[src/rtl/pt_walker_pkg.sv]
package pt_walker_pkg;

   // Walk sequencing
   typedef enum logic [1:0] {
      WS_IDLE = 2'd0,
      WS_READ = 2'd1,
      WS_WAIT = 2'd2,
      WS_DONE = 2'd3
   } walk_state_e;

   // Result classification
   typedef enum logic [1:0] {
      FLT_NONE = 2'd0,
      FLT_PAGE = 2'd1,
      FLT_PROT = 2'd2
   } fault_e;

   // Requested access kind
   typedef enum logic [1:0] {
      ACC_LOAD  = 2'd0,
      ACC_STORE = 2'd1,
      ACC_FETCH = 2'd2,
      ACC_RSVD  = 2'd3
   } access_e;

   typedef struct packed {
      logic rd;
      logic wr;
      logic ex;
   } rights_t;

endpackage

[src/rtl/pt_walk_fsm.sv]
module pt_walk_fsm
   import pt_walker_pkg::*;
(
   input  logic        clk,
   input  logic        rst_n,
   input  logic        start_i,
   input  logic        data_valid_i,
   output walk_state_e state_o
);

   walk_state_e state_q;
   walk_state_e state_d;

   always_comb begin
      state_d = state_q;
      unique case (state_q)
         WS_IDLE: if (start_i)      state_d = WS_READ;
         WS_READ:                   state_d = WS_WAIT;
         WS_WAIT: if (data_valid_i) state_d = WS_DONE;
         WS_DONE:                   state_d = WS_IDLE;
         default:                   state_d = WS_IDLE;
      endcase
   end

   always_ff @(posedge clk or negedge rst_n) begin
      if (!rst_n) state_q <= WS_IDLE;
      else        state_q <= state_d;
   end

   assign state_o = state_q;

endmodule

[src/rtl/pt_entry_addr.sv]
module pt_entry_addr #(
   parameter int BASE_W      = 32,
   parameter int VPN_W       = 20,
   parameter int ENTRY_BYTES = 4
) (
   input  logic [BASE_W-1:0] base_i,
   input  logic [VPN_W-1:0]  vpn_i,
   output logic [BASE_W-1:0] addr_o
);

   localparam int  SHIFT = $clog2(ENTRY_BYTES);
   localparam bit  POW2  = ((1 << SHIFT) == ENTRY_BYTES);

   if (ENTRY_BYTES < 1) begin : g_bad_size
      $error("pt_entry_addr: ENTRY_BYTES must be positive");
   end
   if (BASE_W < VPN_W) begin : g_bad_width
      $error("pt_entry_addr: BASE_W narrower than VPN_W");
   end

   logic [BASE_W-1:0] vpn_ext;
   assign vpn_ext = BASE_W'(vpn_i);

   if (POW2) begin : g_shift
      assign addr_o = base_i + (vpn_ext << SHIFT);
   end else begin : g_mult
      assign addr_o = base_i + vpn_ext * BASE_W'(ENTRY_BYTES);
   end

endmodule

[src/rtl/pt_entry_check.sv]
module pt_entry_check
   import pt_walker_pkg::*;
#(
   parameter int PTE_W         = 32,
   parameter int PPN_W         = 20,
   parameter bit WR_IMPLIES_RD = 1'b0
) (
   input  logic [PTE_W-1:0] pte_i,
   input  access_e          acc_i,
   input  logic             user_i,
   output fault_e           fault_o,
   output logic [PPN_W-1:0] ppn_o,
   output rights_t          rights_o
);

   localparam int V_POS = PTE_W - 1;
   localparam int R_POS = PTE_W - 2;
   localparam int W_POS = PTE_W - 3;
   localparam int X_POS = PTE_W - 4;
   localparam int K_POS = PTE_W - 5;

   if (PPN_W > K_POS) begin : g_bad_layout
      $error("pt_entry_check: page number overlaps flag bits");
   end

   rights_t rts;
   logic    load_ok;
   logic    allowed;
   fault_e  flt;
   logic    unused_pte;

   assign rts.rd = pte_i[R_POS];
   assign rts.wr = pte_i[W_POS];
   assign rts.ex = pte_i[X_POS];

   // Optional relaxation: a writable page may also be read
   if (WR_IMPLIES_RD) begin : g_rd_wide
      assign load_ok = rts.rd | rts.wr;
   end else begin : g_rd_strict
      assign load_ok = rts.rd;
   end

   always_comb begin
      unique case (acc_i)
         ACC_LOAD:  allowed = load_ok;
         ACC_STORE: allowed = rts.wr;
         ACC_FETCH: allowed = rts.ex;
         default:   allowed = 1'b0;
      endcase
   end

   // Missing mapping outranks any rights problem
   always_comb begin
      if (!pte_i[V_POS])                          flt = FLT_PAGE;
      else if (!allowed || (user_i && pte_i[K_POS])) flt = FLT_PROT;
      else                                        flt = FLT_NONE;
   end

   assign fault_o  = flt;
   assign ppn_o    = (flt == FLT_NONE) ? pte_i[PPN_W-1:0] : '0;
   assign rights_o = (flt == FLT_PAGE) ? '0 : rts;

   assign unused_pte = ^pte_i[K_POS-1:PPN_W];

endmodule

[src/rtl/pt_walker.sv]
module pt_walker
   import pt_walker_pkg::*;
#(
   parameter int VA_W          = 32,
   parameter int OFS_W         = 12,
   parameter int PA_W          = 32,
   parameter int PTE_W         = 32,
   parameter int ENTRY_BYTES   = 4,
   parameter bit WR_IMPLIES_RD = 1'b0
) (
   input  logic                   clk,
   input  logic                   rst_n,
   input  logic                   req_valid,
   output logic                   req_ready,
   input  logic [VA_W-1:0]        req_vaddr,
   input  logic [1:0]             req_acc,
   input  logic                   req_user,
   input  logic [PA_W-1:0]        ptbr,
   output logic                   mem_req_valid,
   output logic [PA_W-1:0]        mem_req_addr,
   input  logic                   mem_resp_valid,
   input  logic [PTE_W-1:0]       mem_resp_data,
   output logic                   rsp_valid,
   output logic [1:0]             rsp_fault,
   output logic [2:0]             rsp_perm,
   output logic [PA_W-OFS_W-1:0]  rsp_ppn,
   output logic [PA_W-1:0]        rsp_paddr
);

   localparam int VPN_W = VA_W - OFS_W;
   localparam int PPN_W = PA_W - OFS_W;

   if (VA_W <= OFS_W) begin : g_bad_va
      $error("pt_walker: VA_W must exceed OFS_W");
   end
   if (PA_W <= OFS_W) begin : g_bad_pa
      $error("pt_walker: PA_W must exceed OFS_W");
   end

   walk_state_e       st;
   logic              accept;
   logic              take_data;
   logic [PA_W-1:0]   ent_addr_d;
   logic [PA_W-1:0]   ent_addr_q;
   logic [OFS_W-1:0]  off_q;
   access_e           acc_q;
   logic              user_q;
   logic [PTE_W-1:0]  pte_q;
   fault_e            flt;
   logic [PPN_W-1:0]  ppn;
   rights_t           rts;

   assign accept    = req_valid && (st == WS_IDLE);
   assign take_data = mem_resp_valid && (st == WS_WAIT);

   pt_entry_addr #(
      .BASE_W      (PA_W),
      .VPN_W       (VPN_W),
      .ENTRY_BYTES (ENTRY_BYTES)
   ) u_addr (
      .base_i (ptbr),
      .vpn_i  (req_vaddr[VA_W-1:OFS_W]),
      .addr_o (ent_addr_d)
   );

   pt_walk_fsm u_fsm (
      .clk          (clk),
      .rst_n        (rst_n),
      .start_i      (accept),
      .data_valid_i (take_data),
      .state_o      (st)
   );

   // Request context, frozen at acceptance
   always_ff @(posedge clk or negedge rst_n) begin
      if (!rst_n) begin
         ent_addr_q <= '0;
         off_q      <= '0;
         acc_q      <= ACC_LOAD;
         user_q     <= 1'b0;
      end else if (accept) begin
         ent_addr_q <= ent_addr_d;
         off_q      <= req_vaddr[OFS_W-1:0];
         acc_q      <= access_e'(req_acc);
         user_q     <= req_user;
      end
   end

   // Fetched entry
   always_ff @(posedge clk or negedge rst_n) begin
      if (!rst_n)         pte_q <= '0;
      else if (take_data) pte_q <= mem_resp_data;
   end

   pt_entry_check #(
      .PTE_W         (PTE_W),
      .PPN_W         (PPN_W),
      .WR_IMPLIES_RD (WR_IMPLIES_RD)
   ) u_check (
      .pte_i    (pte_q),
      .acc_i    (acc_q),
      .user_i   (user_q),
      .fault_o  (flt),
      .ppn_o    (ppn),
      .rights_o (rts)
   );

   assign req_ready     = (st == WS_IDLE);
   assign mem_req_valid = (st == WS_READ);
   assign mem_req_addr  = ent_addr_q;
   assign rsp_valid     = (st == WS_DONE);
   assign rsp_fault     = flt;
   assign rsp_perm      = {rts.rd, rts.wr, rts.ex};
   assign rsp_ppn       = ppn;
   assign rsp_paddr     = (flt == FLT_NONE) ? {ppn, off_q} : '0;

endmodule

[config.mk]
export PLATFORM = sky130hd
export DESIGN_NAME = pt_walker
export DESIGN_NICKNAME = d
export VERILOG_FILES = /design/src/rtl/pt_walker_pkg.sv /design/src/rtl/pt_walk_fsm.sv /design/src/rtl/pt_entry_addr.sv /design/src/rtl/pt_entry_check.sv /design/src/rtl/pt_walker.sv
export SDC_FILE = /design/constraint.sdc
export NUM_CORES = 1
export LEC_CHECK = 0
export BUFFER_PORTS_ARGS = -buffer_cell sky130_fd_sc_hd__clkbuf_2
export CORE_ASPECT_RATIO = 1.25
export CORE_MARGIN = 3
export CORE_UTILIZATION = 44
export CTS_CLUSTER_SIZE = 16
export DETAILED_ROUTE_END_ITERATION = 7
export PLACE_DENSITY = 0.82
export SLEW_MARGIN = 5
export SYNTH_ARGS = -nofsm -noshare
export SYNTH_HDL_FRONTEND = slang
export SYNTH_SLANG_ARGS = --single-unit
[constraint.sdc]
create_clock -name clk -period 1.7 [get_ports clk]
set_input_delay 0 -clock clk [delete_from_list [all_inputs] [get_ports clk]]
set_output_delay 0 -clock clk [all_outputs]
set_load 0.01 [all_outputs]
== Yosys cells after proc, flatten, opt, wreduce, memory -nomap -nowiden ==
Index checks and enable logic that the tools add are counted.

* Reduce and logical (&&, ||, !) cells: 9
* Equality and inequality tests: 8
* $add $sub $neg: 1
* Mux-type cells: 9

{| class="wikitable"
|+ Operators with widths
! kind !! count
|-
| $add A32 B22 Y32 || 1
|-
| $mux W32 || 1
|-
| $mux W20 || 1
|-
| $mux W2 || 4
|-
| $pmux W2 S4 || 1
|-
| $eq A2 B1 Y1 const B || 3
|-
| $eq A2 B2 Y1 const B || 3
|-
| $logic_not A2 Y1 || 3
|-
| $logic_and A1 B1 Y1 || 3
|-
| $mux W3 || 1
|-
| $pmux W1 S3 || 1
|-
| $ne A2 B1 Y1 const B || 1
|-
| $ne A2 B2 Y1 const B || 1
|-
| $reduce_and A2 Y1 || 1
|-
| $logic_not A1 Y1 || 1
|-
| $logic_or A1 B1 Y1 || 1
|}

* Logic and storage cells: 33
* Output and inout bits: 92
* Register bits after elaboration: 81

== Depth between registers and ports, before layout ==
* Depth in word-level cells: 9
* Depth in mapped cells: 9
* Gate-level depth less buffers: 9

== Hierarchy ==
Synthesis repeated with hierarchy kept, for this count alone.

* Cells, all modules: 451
* Area, all modules: 4913.5 sq um

{| class="wikitable"
|+ By module, submodules not included
! module !! cells an instance !! seq. area each (sq um) !! times used !! area an instance (sq um)
|-
| pt_walker || 208 || 1976.9 || 1 || 3176.8
|-
| pt_entry_addr || 171 || 0.0 || 1 || 1256.2
|-
| pt_entry_check || 60 || 0.0 || 1 || 332.8
|-
| pt_walk_fsm || 12 || 50.0 || 1 || 147.6
|}

== Worst setup path after synthesis ==
Ideal clock, no wire load.

* Path kind: in2reg
* Start: in req_vaddr[12]
* End: reg ent_addr_q[22], in the netlist mem_req_addr[22]
* Arrival: 1.882 ns
* Setup slack: -0.274 ns
* Cell stages on the path: 9
* Setup time: 0.092 ns
* Required time: 1.608 ns
* Buffers on the path: 0
* Path through: ha_1 -> inv_1 -> fa_1 -> nand2b_1 -> a21o_1 -> a2111o_1 -> a211oi_4 -> nor3_1 -> o31ai_2

* Longest elaborated chain between the ends: 1

{| class="wikitable"
|+ Ends and longest elaborated chain
! what !! line !! source
|-
| start: declaration || pt_walker.sv:15 || <nowiki>input logic [VA_W-1:0] req_vaddr,</nowiki>
|-
| $add A32 B22 Y32 || pt_entry_addr.sv:25 || <nowiki>assign addr_o = base_i + (vpn_ext << SHIFT);</nowiki>
|-
| end signal: assignment || pt_walker.sv:82 || <nowiki>ent_addr_q <= ent_addr_d;</nowiki>
|-
| end: declaration || pt_walker.sv:44 || <nowiki>logic [PA_W-1:0] ent_addr_q;</nowiki>
|}

No other way between the ends.
A chain may end at the register's enable or synchronous reset.

== Worst setup path after layout ==
* Start: reg acc_q[1]
* End: out rsp_paddr[4]

* Longest elaborated chain between the ends: 8
* Elaborated cells between the ends (all ways): 10
* Classes of those cells: eq/ne (2); mux (4); reduce/logical (4)

{| class="wikitable"
|+ Ends and longest elaborated chain
! what !! line !! source
|-
| start: declaration || pt_walker.sv:46 || <nowiki>access_e acc_q;</nowiki>
|-
| start signal: assignment || pt_walker.sv:84 || <nowiki>acc_q <= access_e'(req_acc);</nowiki>
|-
| $eq A2 B2 Y1, or another cell as far along || pt_entry_check.sv:44 || <nowiki>unique case (acc_i)</nowiki>
|-
| $pmux W1 S3 (*) || pt_entry_check.sv:44 ||
|-
| $logic_not A1 Y1 (*) || pt_entry_check.sv:55 || <nowiki>else if (!allowed || (user_i && pte_i[K_POS])) flt = FLT_PROT;</nowiki>
|-
| $logic_or A1 B1 Y1 (*) || pt_entry_check.sv:55 ||
|-
| $mux W2 (*) || pt_entry_check.sv:55 ||
|-
| $mux W2 (*) || pt_entry_check.sv:54 || <nowiki>if (!pte_i[V_POS]) flt = FLT_PAGE;</nowiki>
|-
| $logic_not A2 Y1 (*) || pt_walker.sv:115 || <nowiki>assign rsp_paddr = (flt == FLT_NONE) ? {ppn, off_q} : '0;</nowiki>
|-
| $mux W32 (*) || pt_walker.sv:115 ||
|-
| end: declaration || pt_walker.sv:27 || <nowiki>output logic [PA_W-1:0] rsp_paddr</nowiki>
|}

Every way passes the cells marked *; elsewhere a longest branch is shown, timed or not.

==> impl_metrics.py <==
metrics = {
    "worst_setup_path": {
        "startpoint_type": "flop",
        "crit_path_start": "acc_q[1]$_DFFE_PN0P_",
        "max_stage_delay_ns": 0.42,
        "crit_fanout": 16,
        "crit_slowest_cell": "dfrtp_1",
        "arrival_ns": 1.82,
        "worst_setup_path_end_kind": "output port",
        "criticalPathCategory": "flop to output port",
        "r2r_start": "u_fsm.state_o[1]$_DFFE_PN0P_",
        "rrSetupSlack_ns": 0.09,
        "cp.required_ns": 1.70,
        "crit_path_cell_trace": "mux2i_1 -> o21ai_1 -> and3_4 -> buf_12 -> and2_1 -> buf_2",
    },
    "route": {
        "dr.pass1.iters": 5,
        "drc": 0,
        "wl_per_cell_um": 18.1,
        "drt_wl_total_um": 17000,
        "viasPerCell": 5.56,
        "antenna_left": 0,
        "drt_iter0_markers": 268,
        "vias": 5208,
    },
    "cells_and_area": {
        "design_area_mm2": 0.00747,
        "final_cells": 937,
        "area_delta_synth_final_pct": 57.9,
        "multi_input_area_mm2": 0.00271,
        "layout-drive-gt1-share_pct": 43.2,
        "seq_area_mm2": 0.00185,
        "n_antenna_cell": 0,
        "n_fill_cell": 707,
        "nNetsFinal": 932,
    },
    "min_path": {
        "worstHoldStart": "ptbr[27]",
        "hold_path.class": "primary input to flop",
    },
    "yosys": {
        "synth_area_leaders": "dfrtp_1, nand2_1, ha_1",
        "yosysMostFrequentCell": "nand2_1",
        "synth_commonest_cells": "nand2_1, dfrtp_1, and2_1",
        "synth_enable_flop_cells": 0,
        "yosys_warnings": 0,
        "synthArstFlopShare_pct": 100,
        "syn_avg_cell_area_um2": 8.91,
        "syn_nets": 659,
        "yosysUniqueCellTypes": 56,
        "netlist_area_mm2": 0.00473,
        "netlist_instances": 531,
        "ys_seq_elements": 74,
        "yosysTopAreaCellShare_pct": 39.1,
        "yosysSeqAreaShare_pct": 39.1,
        "ys.flop_type": "dfrtp_1",
        "synth_largest_area_cell": "dfrtp_1",
    },
    "sta": {
        "setup_viol": 56,
        "setup_slack_ns": -0.120,
        "finalCriticalPeriod_ns": 1.82,
        "fmax_mhz": 549,
        "worstMarginPinSlew_ns": 0.495,
        "finalHoldViolCount": 0,
        "hold_slack_ns": 0.0189,
        "skew_ns": 0.00823,
        "fin_crit_sh_pct": 107,
        "relSlewSlack_pct": 67.0,
        "slew_violations": 0,
        "rsz0062_at_grt": "true",
    },
    "global_route": {
        "grtUsageTotal_pct": 25.7,
        "grt_first_pass_wirelength_um": 24800,
        "overflow": 0,
        "antenna_found_initial": 0,
        "grt_pass1_vias": 5223,
        "grt_start_max_net_pins": 42,
    },
    "floorplan": {
        "row_count": 41,
        "design.core.area_mm2": 0.0103,
        "die_w_um": 98.7,
        "die_y_um": 122,
        "dieArea_mm2": 0.0120,
        "ios": 195,
        "initial_core_util_pct": 45.9,
    },
    "placement": {
        "dpl.hpwl_um": 11000,
        "pre_cts_slack_ns": -0.462,
        "dp_cells": 866,
        "place_area_mm2": 0.00614,
        "gp_congestion": 0.908,
        "place.port_buffers": 187,
    },
    "clock_tree": {
        "clock_sinks": 74,
        "clk_path_buf_depth": 2,
        "cts_tree": "built",
        "cts_htree_levels": 3,
        "clk_pin_slew_worst_paths_ns": 0.06,
        "worstSkewPairLatency_ns": 0.33,
        "root_buffer": "clkbuf_16",
        "cts_made_buffers": 9,
    },
    "run": {
        "maxCapViolCount": 0,
    },
    "power": {
        "p_per_area_mw_per_mm2": 1470,
        "max-vdd-ir-drop_v": 0.000611,
        "combPwrFrac_pct": 51.2,
        "internal_power_mw": 6.89,
        "seq_power_share_pct": 29.7,
        "p_sw_share_pct": 37.3,
        "switchingPower_mw": 4.09,
        "p_clk_share_pct": 19.1,
        "power_leakage_nw": 3.74,
    },
    "run_status": {
        "violations": "negative setup slack",
        "outcome": "finished, violations left",
    },
}
## repair_timing
action	in CTS	in global routing
endpoints found under the hold margin	79	0
resized for setup	31	115
cloned	2	0
setup endpoints to repair	59	59
hold buffers	47	0
setup buffers	3	6
pin swaps	12	15
## metal layers
metal,vias up,global-route usage [%],wire [um]
li1,2386,-,-
met1,2451,27.8,6380
met2,319,47.4,8750
met3,52,6.30,1280
met4,0,10.9,571
met5,-,0,0
## metrics by stage
step / utilization [%] / power [mW] / setup TNS [ns]
4_1_cts: 69.2 / 10.2 / -3.78
3_3_place_gp: 59.6 / 7.30 / -3.65
6_report: 72.4 / 11.0 / -4.20
5_1_grt: 72.4 / 11.6 / -6.39
2_1_floorplan: - / 5.75 / -0.620
3_5_place_dp: 59.6 / 7.51 / -4.38
## worst max-delay path: cells and delay by family, from the launching register on
family          cells  cell delay (ns)
simple gates        2             0.43
flops               1             0.42
buf+inv             2             0.30
compound gates      1             0.18
mux                 1             0.15
## placed cells by master (no fill, tap or decap), types with 24 or more instances in the layout
cell type / n
nand2_1: 103
dlygate4sd3_1: 47
buf_6: 47
dfrtp_1: 74
clkbuf_2: 133
and2_4: 29
o21ai_0: 25
a21oi_1: 24
mux2_2: 26
buf_4: 71
## area by class of cell
type                       count  share of cell area, %
timing repair buffer         309                   31.8
tap                          129                   2.16
clock buffer                  11                   3.38
clock inverter                 4                  0.988
inverter                      11                  0.553
sequential                    74                   24.8
multi-input combinational    399                   36.3
## power by group through the flow
stage / sequential [mW] / clock [mW] / combinational (mW)
2_1_floorplan: 3.19 / 0 / 2.57
6_report: 3.26 / 2.10 / 5.62
5_1_grt: 3.34 / 2.21 / 6.03
3_3_place_gp: 3.08 / 0 / 4.22
3_5_place_dp: 3.15 / 0 / 4.35
4_1_cts: 3.14 / 2.12 / 4.96
## final timing paths
| kind | cells after the start | endpoint |
|---|---|---|
| setup / recovery | 6 | rsp_paddr[4] |
| max in group asynchronous | 3 | pte_q[10]$_DFFE_PN0P_ |
| hold reg to reg | 2 | off_q[2]$_DFFE_PN0P_ |
| min in group asynchronous | 2 | mem_req_addr[23]$_DFFE_PN0P_ |
| setup reg to reg | 7 | mem_req_addr[28]$_DFFE_PN0P_ |
| hold / removal | 3 | mem_req_addr[27]$_DFFE_PN0P_ |
## cells by family (layout without fill, tap and decap cells)
group	count (synthesis)	in the layout	synth area share [%]
simple gates	222	222	22.8
compound gates	114	114	16.5
flops	74	74	39.1
buf+inv	58	335	6.37
mux	28	28	6.61
fa+ha+maj	25	25	6.77
xor+xnor	10	10	1.85
## flip-flops by register name, summed over array words and instances (netlist names)
| name | flops |
|---|---|
| user_q | 1 |
| acc_q | 2 |
| mem_req_addr | 32 |
| pte_q | 25 |
| off_q | 12 |
| u_fsm.state_o | 2 |
Note: power is estimated with default switching activity, not from simulation.
